$ cat src/rtl/serial_prom_slave.sv
module serial_prom_slave #(
  parameter int PROG_CYCLES = 50
) (
  input  logic clk,
  input  logic rst_n,
  input  logic cs_i,
  input  logic sk_i,
  input  logic di_i,
  input  logic org_i,
  output logic do_o,
  output logic do_oe_o
);
  localparam int BYTES = 128;
  localparam int ABITS = $clog2(BYTES);
  localparam int CW    = $clog2(PROG_CYCLES + 1);

  typedef enum logic [2:0] {S_IDLE, S_HDR, S_DATA, S_READ, S_STAT, S_WAIT} st_t;

  logic [2:0] cs_p, sk_p;
  logic [1:0] di_p;
  logic cs_s, cs_rise, sk_rise, di_s;

  always_ff @(posedge clk or negedge rst_n)
    if (!rst_n) begin
      cs_p <= '0; sk_p <= '0; di_p <= '0;
    end else begin
      cs_p <= {cs_p[1:0], cs_i};
      sk_p <= {sk_p[1:0], sk_i};
      di_p <= {di_p[0], di_i};
    end

  assign cs_s    = cs_p[1];
  assign cs_rise = cs_p[1] & ~cs_p[2];
  assign sk_rise = sk_p[1] & ~sk_p[2];
  assign di_s    = di_p[1];

  st_t st;
  logic [BYTES-1:0][7:0] mem;
  logic [15:0] sr, rsh, pw_q;
  logic [4:0] cnt, rcnt;
  logic [ABITS-1:0] adr_q, pa_q;
  logic [1:0] op_q;
  logic wen_q, go_q, all_q;
  logic [CW-1:0] bcnt;
  logic busy;

  logic [15:0] sr_nx, dat_nx, rd_nx;
  logic [4:0] bitn, hlen, tlen, dlen;
  logic [1:0] op_nx, ctl_nx;
  logic [ABITS-1:0] adr_nx;

  assign busy   = (bcnt != '0);
  assign sr_nx  = {sr[14:0], di_s};
  assign bitn   = cnt + 5'd1;
  assign hlen   = org_i ? 5'd8  : 5'd9;
  assign tlen   = org_i ? 5'd24 : 5'd17;
  assign dlen   = org_i ? 5'd16 : 5'd8;
  assign op_nx  = org_i ? sr_nx[7:6] : sr_nx[8:7];
  assign ctl_nx = org_i ? sr_nx[5:4] : sr_nx[6:5];
  assign adr_nx = org_i ? {1'b0, sr_nx[ABITS-2:0]} : sr_nx[ABITS-1:0];
  assign dat_nx = org_i ? sr_nx : {8'h00, sr_nx[7:0]};
  assign rd_nx  = org_i ? {mem[{adr_nx[ABITS-2:0], 1'b0}], mem[{adr_nx[ABITS-2:0], 1'b1}]}
                        : {mem[adr_nx], 8'h00};

  always_ff @(posedge clk or negedge rst_n)
    if (!rst_n) begin
      st <= S_IDLE; sr <= '0; cnt <= '0; rsh <= '0; rcnt <= '0;
      adr_q <= '0; op_q <= '0; pa_q <= '0; pw_q <= '0;
      wen_q <= 1'b0; go_q <= 1'b0; all_q <= 1'b0;
      do_o <= 1'b0; do_oe_o <= 1'b0;
    end else begin
      go_q <= 1'b0;
      if (!cs_s) begin
        st <= S_IDLE;
        do_oe_o <= 1'b0;
      end else if (cs_rise) begin
        st <= busy ? S_STAT : S_IDLE;
        do_oe_o <= 1'b0;
      end else begin
        case (st)
          S_IDLE: if (sk_rise && di_s && !busy) begin
            st <= S_HDR; cnt <= '0; sr <= '0;
          end
          S_HDR: if (sk_rise) begin
            sr <= sr_nx; cnt <= bitn;
            if (bitn == hlen) begin
              adr_q <= adr_nx; op_q <= op_nx;
              st <= S_WAIT;
              case (op_nx)
                2'b10: begin
                  st <= S_READ; rsh <= rd_nx; rcnt <= '0;
                  do_o <= 1'b0; do_oe_o <= 1'b1;
                end
                2'b01: st <= S_DATA;
                2'b11: if (wen_q) begin
                  go_q <= 1'b1; all_q <= 1'b0; pw_q <= '1; pa_q <= adr_nx;
                end
                default: case (ctl_nx)
                  2'b11: wen_q <= 1'b1;
                  2'b00: wen_q <= 1'b0;
                  2'b10: if (wen_q) begin
                    go_q <= 1'b1; all_q <= 1'b1; pw_q <= '1;
                  end
                  default: st <= S_DATA;
                endcase
              endcase
            end
          end
          S_DATA: if (sk_rise) begin
            sr <= sr_nx; cnt <= bitn;
            if (bitn == tlen) begin
              st <= S_WAIT;
              if (wen_q) begin
                go_q <= 1'b1; all_q <= (op_q == 2'b00); pw_q <= dat_nx; pa_q <= adr_q;
              end
            end
          end
          S_READ: if (sk_rise) begin
            if (rcnt == dlen) begin
              do_oe_o <= 1'b0; st <= S_WAIT;
            end else begin
              do_o <= rsh[15]; rsh <= {rsh[14:0], 1'b0}; rcnt <= rcnt + 5'd1;
            end
          end
          S_STAT: begin
            do_oe_o <= 1'b1;
            do_o <= !busy;
          end
          default: ;
        endcase
      end
    end

  always_ff @(posedge clk or negedge rst_n)
    if (!rst_n) mem <= '1;
    else if (go_q)
      for (int i = 0; i < BYTES; i++)
        if (all_q || (org_i ? (i / 2 == int'(pa_q)) : (i == int'(pa_q))))
          mem[i] <= (org_i && (i % 2 == 0)) ? pw_q[15:8] : pw_q[7:0];

  always_ff @(posedge clk or negedge rst_n)
    if (!rst_n) bcnt <= '0;
    else if (go_q) bcnt <= CW'(PROG_CYCLES);
    else if (busy) bcnt <= bcnt - 1'b1;

  AST_HIZ_CS_LOW: assert property (@(posedge clk) disable iff (!rst_n) !cs_s |=> !do_oe_o);
  AST_LOCK_KEEPS_ARRAY: assert property (@(posedge clk) disable iff (!rst_n) !wen_q |=> $stable(mem));
  AST_READ_DUMMY_ZERO: assert property (@(posedge clk) disable iff (!rst_n) ($rose(do_oe_o) && st == S_READ) |-> !do_o);
  AST_NO_START_BUSY: assert property (@(posedge clk) disable iff (!rst_n) (busy && st == S_IDLE) |=> st != S_HDR);
  AST_STAT_BUSY_LOW: assert property (@(posedge clk) disable iff (!rst_n) (st == S_STAT && $past(st) == S_STAT && $past(busy) && busy) |-> (do_oe_o && !do_o));
endmodule

$ cat config.mk
export PLATFORM = sky130hd
export DESIGN_NAME = serial_prom_slave
export DESIGN_NICKNAME = d
export VERILOG_FILES = /design/src/rtl/serial_prom_slave.sv
export SDC_FILE = /design/constraint.sdc
export NUM_CORES = 2
export LEC_CHECK = 0
export BUFFER_PORTS_ARGS = -buffer_cell sky130_fd_sc_hd__buf_2
export CAP_MARGIN = 20
export CELL_PAD_IN_SITES_DETAIL_PLACEMENT = 0
export CELL_PAD_IN_SITES_GLOBAL_PLACEMENT = 2
export CORE_MARGIN = 1.5
export CORE_UTILIZATION = 30
export DETAILED_ROUTE_END_ITERATION = 10
export MAX_ROUTING_LAYER = met4
export PLACE_DENSITY_LB_ADDON = 0.12
export SYNTH_ARGS = -nofsm -noshare
export SYNTH_HDL_FRONTEND = slang
export SYNTH_SLANG_ARGS = --single-unit
$ cat constraint.sdc
create_clock -name clk -period 2.85 [get_ports clk]
set_input_delay 0.7125 -clock clk [delete_from_list [all_inputs] [get_ports clk]]
set_output_delay 0.7125 -clock clk [all_outputs]
set_load 0.03 [all_outputs]
# ---- After elaboration in Yosys (flattened, before gate mapping)
# Cells that the tools add are included.
dict set report totals {
  ff_bits 1119
}
dict set report classes {
  n_eq_ne 163
  reduce_logical 284
  bitwise_logic 6
  magnitude_cmp 3
  addsub 3
  n_mux 227
}
# cell n
set ops {}
lappend ops {{$eq 7x7->1 const A} 64}
lappend ops {{$reduce_and 2->1} 128}
lappend ops {{$eq 6x7->1 const A} 32}
lappend ops {{$mux 16} 14}
lappend ops {{$mux 1} 156}
lappend ops {{$logic_or 1x1->1} 128}
lappend ops {{$eq 5x7->1 const A} 16}
lappend ops {{$bmux 8 s6} 2}
lappend ops {{$pmux 16 s2} 3}
lappend ops {{$bmux 8 s7} 1}
lappend ops {{$eq 4x7->1 const A} 8}
lappend ops {{$mux 7} 8}
lappend ops {{$mux 5} 8}
lappend ops {{$mux 3} 11}
lappend ops {{$mux 8} 4}
lappend ops {{$ne 4x4->1 const B} 8}
lappend ops {{$mux 15} 2}
lappend ops {{$pmux 15 s2} 1}
lappend ops {{$eq 3x7->1 const A} 4}
lappend ops {{$lt 7x8->1 const B} 3}
lappend ops {{$ne 2x2->1 const B} 12}
lappend ops {{$reduce_and 8->1} 3}
lappend ops {{$pmux 5 s2} 2}
lappend ops {{$reduce_and 10->1} 2}
lappend ops {{other kinds (39)} 66}

# ---- Depth between registers and ports, before layout
dict set report logic_depth {
  word_depth 10
  ltp_mapped 13
  ltp_nobuf 9
}

# ---- Least setup slack after synthesis
# OpenSTA, ideal clock, no wires.
dict set report synth_path {
  path_kind {input-to-reg}
  startpoint {input port org_i}
  endpoint {register rsh[10]}
  arrival_ns 3.403
  slack_ns -0.630
  stages 11
  setup_ns 0.076
  path_cell_list {buf_2 > buf_2 > buf_1 > clkbuf_1 > mux2i_1 > ha_1 > o21ai_0 > a2111oi_4 > clkbuf_1 > o21ai_0 > o21ai_1}
}
dict set report synth_between {
  elab_chain_cells 8
}
# element line
set synth_lines {}
lappend synth_lines {{from (decl)} 9} ;# input logic org_i,
lappend synth_lines {{$mux 7} 60} ;# assign adr_nx = org_i ? {1'b0, sr_nx[ABITS-2:0]} : sr_nx[ABITS-1:0];
lappend synth_lines {{$bmux 8 s7} 63} ;# : {mem[adr_nx], 8'h00};
lappend synth_lines {{$mux 8 (not written as such)} 63}
lappend synth_lines {{$mux 16} 62} ;# assign rd_nx = org_i ? {mem[{adr_nx[ABITS-2:0], 1'b0}], mem[{adr_nx[ABITS-2:0], 1'b1}]}
lappend synth_lines {{$mux 16} 89} ;# case (op_nx)
lappend synth_lines {{$mux 16} 86} ;# if (bitn == hlen) begin
lappend synth_lines {{$mux 16} 84} ;# S_HDR: if (sk_rise) begin
lappend synth_lines {{$pmux 16 s2} 80} ;# case (st)
lappend synth_lines {{to (signal assigned)} 122} ;# do_o <= rsh[15]; rsh <= {rsh[14:0], 1'b0}; rcnt <= rcnt + 5'd1;
lappend synth_lines {{to (decl)} 39} ;# logic [15:0] sr, rsh, pw_q;
# Parallel ways exist; a longest one is shown, timed or not. The select of a mux whose other input is x is not followed.
# A chain may end at the register's enable or synchronous reset.

# ---- Worst setup path after layout
dict set report layout_path {
  startpoint {register di_p[1]}
  endpoint {register rsh[3]}
}
dict set report layout_between {
  elab_chain_cells 8
}
# element line
set layout_lines {}
lappend layout_lines {{from (decl)} 20} ;# logic [1:0] di_p;
lappend layout_lines {{from (signal assigned)} 29} ;# di_p <= {di_p[0], di_i};
lappend layout_lines {{$mux 7} 60}
lappend layout_lines {{$bmux 8 s6} 62}
lappend layout_lines {{$mux 8 (not written as such)} 62}
lappend layout_lines {{$mux 16} 62}
lappend layout_lines {{$mux 16} 89}
lappend layout_lines {{$mux 16} 86}
lappend layout_lines {{$mux 16} 84}
lappend layout_lines {{$pmux 16 s2} 80}
# No other way between the ends. The select of a mux whose other input is x is not followed.

==> flow_metrics.env <==
export IMPL_viasPerCell=5.61
export IMPL_arrival_ps=3770
export IMPL_nets=5546
export IMPL_drcViolationCount=0
export IMPL_initial_core_util_pct=30.1
export IMPL_grt_pass1_vias=45700
export IMPL_dieArea_um2=206000
export IMPL_finalMaxSlewViolations=0
export IMPL_setup_violations=16
export IMPL_finalCritPeriodShare_pct=108
export IMPL_ios=8
export IMPL_yosys_warnings=0
export IMPL_finish_instance_area_um2=77300
export IMPL_clk_latency_ps=810
export IMPL_r2r_slack_ps=-220
export IMPL_hold_path_class="input port to flip-flop"
export IMPL_netlist_top_cell_by_area="dfstp_2"
export IMPL_synth_most_common_cell="dfstp_2"
export IMPL_syn_inst=5055
export IMPL_top_layer="met4"
export IMPL_synth_top_area_share_pct=44.2
export IMPL_min_period_ps=3070
export IMPL_cts_tree="yes"
export IMPL_grt_pass1_wl_mm=394
export IMPL_end_kind="flip-flop"
export IMPL_routed_wl_mm=285
export IMPL_grt_max_degree=115
export IMPL_dp_cells=7940
export IMPL_io_buffers=7
export IMPL_pwr_density_cell_nw_per_um2=480
export IMPL_ant_nets=0
export IMPL_dp_hpwl_mm=199
export IMPL_async_reset_ff_share_pct=100
export IMPL_die_h_um=453
export IMPL_cts_clk_slew_worst_paths_ps=70
export IMPL_synth_common_cells="1,024 x dfstp_2, 540 x mux4_2, 517 x nand2_1"
export IMPL_utilization_pct=38.3
export IMPL_startpoint_type="flip-flop"
export IMPL_worst_slew_margin_rel_pct=33.3
export IMPL_gr_total_overflow=0
export IMPL_finalWorstSetupSlack_ps=-221
export IMPL_worstReg2RegStart="di_p[1]$_DFF_PN0_"
export IMPL_detail_route_first_pass_iterations=7
export IMPL_synth_cell_area_um2=60800
export IMPL_met2RoutedLength_mm=129
export IMPL_drt_iter0_drc=4565
export IMPL_leakage_nw=29.1
export IMPL_synth_edf_count=0
export IMPL_path_max_fanout=8
export IMPL_final_hold_violation_count=0
export IMPL_wl_met3_mm=18.4
export IMPL_hold_end="di_p[0]$_DFF_PN0_"
export IMPL_hold_start="di_i"
export IMPL_worstRegToRegCells=9
export IMPL_vias=46700
export IMPL_gp_congestion=0.937
export IMPL_synth_main_ff_cell="dfstp_2"
export IMPL_wl_met1_mm=129
export IMPL_chipWidth_um=453
export IMPL_layout_drive_gt1_share_pct=55.1
export IMPL_place_area_um2=69600
export IMPL_max_freq_mhz=326
export IMPL_instances_no_fill=8328
export IMPL_hold_path_depth=1
export IMPL_required_ps=3550
export IMPL_rsz0062_at_grt="yes"
export IMPL_timing_rr_end="rsh[3]$_DFFE_PN0P_"
export IMPL_yosysUniqueCellTypes=74
export IMPL_finClkSkew_ps=31.7
export IMPL_cts_htree_levels=4
export IMPL_rows=165
export IMPL_critPathKind="flip-flop to flip-flop"
export IMPL_synth_seq_area_share_pct=48.1
export IMPL_cts_max_path_buffers=3
export IMPL_vdd_ir_drop_max_v=0.000607
export IMPL_cts_buffers=143
export IMPL_grt_usage_pct=28.3
export IMPL_syn_num_nets=5071
export IMPL_coreArea_um2=202000
export IMPL_routedWlPerCell_um=34.2
export IMPL_maxCapViolCount=0
export IMPL_failed_checks="setup timing"
export IMPL_worstMarginPinSlew_ps=1000
export IMPL_antenna_found_initial=30
export IMPL_cts_root_buf="clkbuf_16"
export IMPL_outcome="finished with violations"
export IMPL_synth_area_leaders="dfstp_2 44%, mux4_2 20%, mux2_2 6.7%"
export IMPL_cts_sinks=1119
export IMPL_ys_ff_latch=1119
export IMPL_syn_area_per_cell_um2=12.0
export IMPL_synthToLayoutAreaGrowth_pct=27.1
==> kinds of logic (layout without fill, tap and decap cells) <==
kind of cell	after synthesis	count (layout)	share of synthesized area, %
compound gates	1172	1172	10.8
xor+xnor	7	7	0.123
fa+ha+maj	10	10	0.206
buf+inv	495	1085	3.62
flops	1119	1119	48.1
mux	1036	1036	28.9
other cells	0	11	0
simple gates	1216	1216	8.22
==> sequential cells by signal, indices dropped and copies added (netlist names), 5 cells and up <==
signal	cells
cnt	5
sr	15
mem	1024
rsh	16
bcnt	6
rcnt	5
adr_q	7
pa_q	7
pw_q	16
==> cells in the final DEF, fill, tap and decap left out, drive strengths merged, types with 11 or more instances in the layout <==
cell,instances
dfstp,1024
buf,767
mux4,540
nand2,517
nor2,503
a21oi,480
o21ai,432
mux2,373
clkbuf,222
mux2i,123
dfrtp,95
a21boi,83
o22ai,64
nor3,64
inv,43
clkinv,38
nor2b,26
nand2b,21
nor4,20
nand3,17
a22o,17
a211oi,12
o311ai,12
diode,11
or2,11
==> layer usage <==
layer  vias to the layer above  GRT usage (%)
li1                      19700              -
met1                     25000           40.2
met2                      1620           42.6
met3                       340           3.95
met4                         0           7.00
met5                         -              -
==> critical path: stages, from the launching register on <==
cell and delay [ps]:
dfrtp_4 450, buf_12 190, buf_16 200, buf_16 160, buf_12 120, mux4_2 600, mux4_2 560, mux4_2 490
nand2_1 100, a21oi_2 50
==> repair_timing <==
action	CTS	global route
hold buffers	3	0
setup buffers	27	71
gates resized for setup	119	163
gates cloned	13	15
hold endpoints to repair	3	0
setup endpoints to repair	16	25
pin swaps	13	41
==> metrics by stage <==
stage               hold WS (ps)  setup TNS [ps]  power, mW  worst slack, ps
floorplan                    331               0       17.1             42.0
global placement             344           -7660       18.1             -910
detailed placement           342           -7380       18.1             -635
CTS                         12.6           -2990       37.5             -240
global route                30.3           -2990       38.4             -244
finish                      52.4           -2240       37.2             -221
==> power by group <==
| group | internal (mW) | switching (mW) |
|---|---|---|
| Sequential | 16.0 | 0.0156 |
| Clock | 11.2 | 7.72 |
| Combinational | 0.912 | 1.33 |
==> worst max-delay path by stage <==
stage                                 start             endpoint  cells after the start
final                     di_p[1]$_DFF_PN0_   rsh[3]$_DFFE_PN0P_                      9
after global routing      di_p[1]$_DFF_PN0_   rsh[5]$_DFFE_PN0P_                      9
after CTS                 di_p[1]$_DFF_PN0_   rsh[8]$_DFFE_PN0P_                     12
after detailed placement  di_p[1]$_DFF_PN0_  rsh[14]$_DFFE_PN0P_                     12
after global placement    di_p[1]$_DFF_PN0_  rsh[14]$_DFFE_PN0P_                     11
after floorplan                       org_i  pw_q[0]$_DFFE_PN0P_                     12
==> layout make-up <==
cell class	count	area, um2
inverter	39	156
timing repair buffer	786	9380
clock buffer	208	4210
sequential	1119	29300
fill	19500	125000
antenna	11	27.5
multi-input combinational	3441	30300
clock inverter	52	612
tap	2672	3340
Power figures use the tool's default switching activity.
